File: src/rtl/dram_pd_pkg.sv
package dram_pd_pkg;
    typedef enum logic [1:0] {
        PD_RUN  = 2'd0,
        PD_PEND = 2'd1,
        PD_DOWN = 2'd2,
        PD_EXIT = 2'd3
    } pd_state_e;
endpackage

File: src/rtl/pd_dwell_timer.sv
module pd_dwell_timer #(
    parameter int CNT_W = 8
) (
    input  logic             clk,
    input  logic             rst_n,
    input  logic             run,
    input  logic [CNT_W-1:0] limit,
    output logic             expire
);
    logic [CNT_W-1:0] cnt_q;

    always_ff @(posedge clk) begin
        if (!rst_n)   cnt_q <= '0;
        else if (run) cnt_q <= cnt_q + 1'b1;
        else          cnt_q <= '0;
    end

    assign expire = run && (limit != '0) && (cnt_q == limit - 1'b1);

    // the dwell count never reaches the limit while the limit is held steady
    assert_dwell_below_limit_R8: assert property (@(posedge clk) disable iff (!rst_n)
        (run && limit != '0 && $stable(limit)) |-> (cnt_q < limit));
endmodule

File: src/rtl/dram_pd_ctrl.sv
module dram_pd_ctrl
    import dram_pd_pkg::*;
#(
    parameter int CNT_W = 8
) (
    input  logic             clk,
    input  logic             rst_n,
    input  logic             enter_req,
    input  logic             exit_req,
    input  logic             burst_busy,
    input  logic             all_banks_idle,
    input  logic [CNT_W-1:0] max_pd_cycles,
    output logic             cke,
    output logic             cmd_nop,
    output logic             cmd_block,
    output logic             pd_active,
    output logic             pd_mode,
    output logic             refresh_due
);
    pd_state_e state_q, state_d;
    logic      expire;
    logic      mode_q;
    logic      refresh_q;

    pd_dwell_timer #(.CNT_W(CNT_W)) timer_i (
        .clk    (clk),
        .rst_n  (rst_n),
        .run    (state_q == PD_DOWN),
        .limit  (max_pd_cycles),
        .expire (expire)
    );

    always_comb begin
        state_d = state_q;
        unique case (state_q)
            PD_RUN:  if (enter_req) state_d = burst_busy ? PD_PEND : PD_DOWN;
            PD_PEND: if (exit_req) state_d = PD_RUN;
                     else if (!burst_busy) state_d = PD_DOWN;
            PD_DOWN: if (exit_req || expire) state_d = PD_EXIT;
            PD_EXIT: state_d = PD_RUN;
            default: state_d = PD_RUN;
        endcase
    end

    always_ff @(posedge clk) begin
        if (!rst_n) begin
            state_q   <= PD_RUN;
            mode_q    <= 1'b0;
            refresh_q <= 1'b0;
        end else begin
            state_q   <= state_d;
            refresh_q <= (state_q == PD_DOWN) && expire;
            if (state_d == PD_DOWN && state_q != PD_DOWN)
                mode_q <= ~all_banks_idle;
        end
    end

    always_comb begin
        cke       = 1'b1;
        cmd_nop   = 1'b0;
        cmd_block = 1'b0;
        pd_active = 1'b0;
        unique case (state_q)
            PD_RUN:  ;
            PD_PEND: cmd_block = 1'b1;
            PD_DOWN: begin
                cke       = 1'b0;
                cmd_nop   = 1'b1;
                cmd_block = 1'b1;
                pd_active = 1'b1;
            end
            PD_EXIT: begin
                cmd_nop   = 1'b1;
                cmd_block = 1'b1;
            end
            default: ;
        endcase
    end

    assign pd_mode     = mode_q;
    assign refresh_due = refresh_q;

    assert_cke_hold_in_burst_R4: assert property (@(posedge clk) disable iff (!rst_n)
        (cke && burst_busy) |=> cke);
    assert_nop_while_down_R6: assert property (@(posedge clk) disable iff (!rst_n)
        !cke |-> (cmd_nop && cmd_block));
    assert_exit_with_nop_R7: assert property (@(posedge clk) disable iff (!rst_n)
        $rose(cke) |-> (cmd_nop && cmd_block));
    assert_release_after_exit_R7: assert property (@(posedge clk) disable iff (!rst_n)
        $rose(cke) |=> !cmd_block);
    assert_refresh_single_R8: assert property (@(posedge clk) disable iff (!rst_n)
        refresh_due |=> !refresh_due);
    assert_refresh_on_exit_R8: assert property (@(posedge clk) disable iff (!rst_n)
        refresh_due |-> (cke && $past(!cke)));
    assert_mode_stable_R5: assert property (@(posedge clk) disable iff (!rst_n)
        (pd_active && $past(pd_active)) |-> $stable(pd_mode));
endmodule

File: config.mk
export PLATFORM = sky130hd
export DESIGN_NAME = dram_pd_ctrl
export DESIGN_NICKNAME = d
export VERILOG_FILES = /design/src/rtl/dram_pd_pkg.sv /design/src/rtl/pd_dwell_timer.sv /design/src/rtl/dram_pd_ctrl.sv
export SDC_FILE = /design/constraint.sdc
export NUM_CORES = 1
export LEC_CHECK = 0
export CORE_AREA = 5 5 49 51
export DETAILED_ROUTE_END_ITERATION = 6
export DIE_AREA = 0 0 54 56
export DONT_BUFFER_PORTS = 1
export PLACE_DENSITY = 0.61
export SYNTH_ARGS = -nofsm -noshare
export SYNTH_HDL_FRONTEND = slang
export SYNTH_SLANG_ARGS = --single-unit
File: constraint.sdc
create_clock -name clk -period 3.8 [get_ports clk]
set_clock_uncertainty 0.15 [all_clocks]
set_input_delay 0 -clock clk [delete_from_list [all_inputs] [get_ports clk]]
set_output_delay 0 -clock clk [all_outputs]
set_load 0.02 [all_outputs]
==> metrics.txt <==
total track usage=0.136; root buffer cell=clkbuf_4; ANT nets after route=0; Syn Inst Count=99; warnings from Yosys=0; max_cap viols=0; Buffers on Ports=0; outcome=complete, no violations; Die H=56 um; Core ar.=1900 um^2; Slew @ Worst Pin=0.430 ns; Max Slew Vio Count=0; unrepaired setup endpoints after global routing=no; Post-Route Setup TNS=0 ns; DRT Pass-1 Iters=4; first-pass GRT wire length=3.10 mm; Hold WC Path Type=primary input to flop; CTS tree=built; most frequent cells in the layout=nor2_1 (16), dfxtp_1 (12), dlygate4sd3_1 (11), xor2_1 (8), xnor2_1 (7); Initial Utilization=0.428; drt total wl=1.78 mm; Worst Setup SP=state_q[1]$_SDFF_PN0_; synth unique cells=34; layout net count=128; Final Cell Area=982 um^2; Finished Core Util=0.516; Via density=5.18; R2R Path Start=state_q[1]$_SDFF_PN0_; GRT overflow=0; P_leak=0.000402 uW; Power Dens Cells=292 nW/um^2; Num CTS Buffers=3; gpl congestion=0.698; largest net degree at the start of global routing=10; Crit Path Category=flop to flop; highest clock rate=328 MHz; share of cells above drive strength 1=0.0631; Post-synth ARST share=0; sequential element share of the synthesized area=0.295; minimum clock period=3.05 ns; number of synthesized flops with an enable pin=0; initial antenna violation count=0; Setup crit end kind=flop; vias in the first global route=742; Post-DP Area=836 um^2; Slew HR=0.713; chip width=54 um; final hold vios=0; worst vdd ir=0.000198 V; CP required=3.86 ns; number of diodes=0; worst skew pair latency=0.26 ns; routed len/inst=12.9 um; Final Cycle Share=0.803; commonest non-fill, non-tap cell in the layout=nor2_1; CP Launch Type=flop; mean area per synthesized cell=8.23 um^2; Hold Path Origin=rst_n; Mapped Nets=115; Final setup violation count=0; clock sinks=12; Bufs on Longest Clock Path=2; Arr. time, crit path=3.11 ns; drt initial violations=8; IO Count=20; clock transition at the registers of the reported paths=0.08 ns; # DRC=0; Seq cells post-synth=12; DP HPWL=1.29 mm; Synth Flop Type=dfxtp_1; synthesized cell area=815 um^2; # rows=16; P&R area growth vs syn=20.6%; H-tree lvl count=1; Vias=715; crit-path max FO=9; die area=3020 um^2; Post-CTS Setup Bufs=0
## through the flow
step	hold WS [ns]	total power, uW	setup WS, ns	instances
after global routing	0.333	305	0.516	138
after global placement	-0.0300	179	1.86	123
final	0.305	287	0.750	138
after floorplan	-0.0403	175	2.18	99
after detailed placement	-0.0296	179	1.82	123
after CTS	0.303	290	0.754	138
## per-layer routing
metal	global-route usage	vias to the layer above	part of all wire
met4	0.0427	0	0.0073
met5	0	-	0
met2	0.218	16	0.50
li1	-	371	-
met3	0.0375	2	0.064
met1	0.171	326	0.43
## path summary, 6_finish.rpt
path,endpoint,slack (ns),depth (start not counted)
setup reg to reg,refresh_due$_SDFF_PN0_,0.75,6
hold / removal,timer_i.cnt_q[1]$_SDFF_PN0_,0.30,2
setup / recovery,refresh_due$_SDFF_PN0_,0.75,6
hold reg to reg,timer_i.cnt_q[0]$_SDFF_PN0_,0.36,1
## flip-flops by register name, summed over array words and instances, names as in the netlist
name and flops:
pd_mode 1, refresh_due 1, state_q 2, timer_i.cnt_q 8
## power by group
group	switching [uW]	internal [uW]	leakage [uW]
sequential	8.04	129	0.0000973
combinational	24.4	25.6	0.000283
clock	41.2	58.1	0.0000210
total	73.7	213	0.000402
## kinds of logic (layout without fill, tap and decap cells)
group	Yosys count	count (layout)	share of synthesized area
buffers and inverters	9	21	0.0430
muxes	2	2	0.0246
DFF	12	12	0.295
xor gates and xnor gates	15	15	0.161
and+or+nand+nor	49	49	0.358
AOI/OAI and AO/OA	10	10	0.0876
adders and majority gates	2	2	0.0307
## area by class of cell
cell class              instances  area, um^2
clock buffers                   4        36.3
fillers                       186         920
inverters                       6        22.5
multi-input cells              78         539
flip-flops and latches         12         240
well taps                      27        33.8
repair buffers                 11         110
## cell usage after synthesis, types with 3 or more instances
cell	count	share of area
nor2_1	16	0.074
a21oi_1	3	0.018
xor2_1	8	0.086
dfxtp_1	12	0.29
nand2_1	5	0.023
inv_1	6	0.028
xnor2_1	7	0.075
nor3_1	3	0.018
nand3_1	5	0.031
and3_1	3	0.023
## what timing repair did
action	4_1_cts	5_1_grt
hold endpoints to repair	12	0
resized for setup	0	0
hold buffers	11	0
## critical path: stages, from the launching register on
cell and delay, ns:
dfxtp_1 0.59, nand2b_1 0.30, nor4_1 0.35, o2111ai_1 0.17, dlygate4sd3_1 0.63, nor4b_4 0.25
dlygate4sd3_1 0.56
No activity file was read; power rests on OpenSTA's default activity.
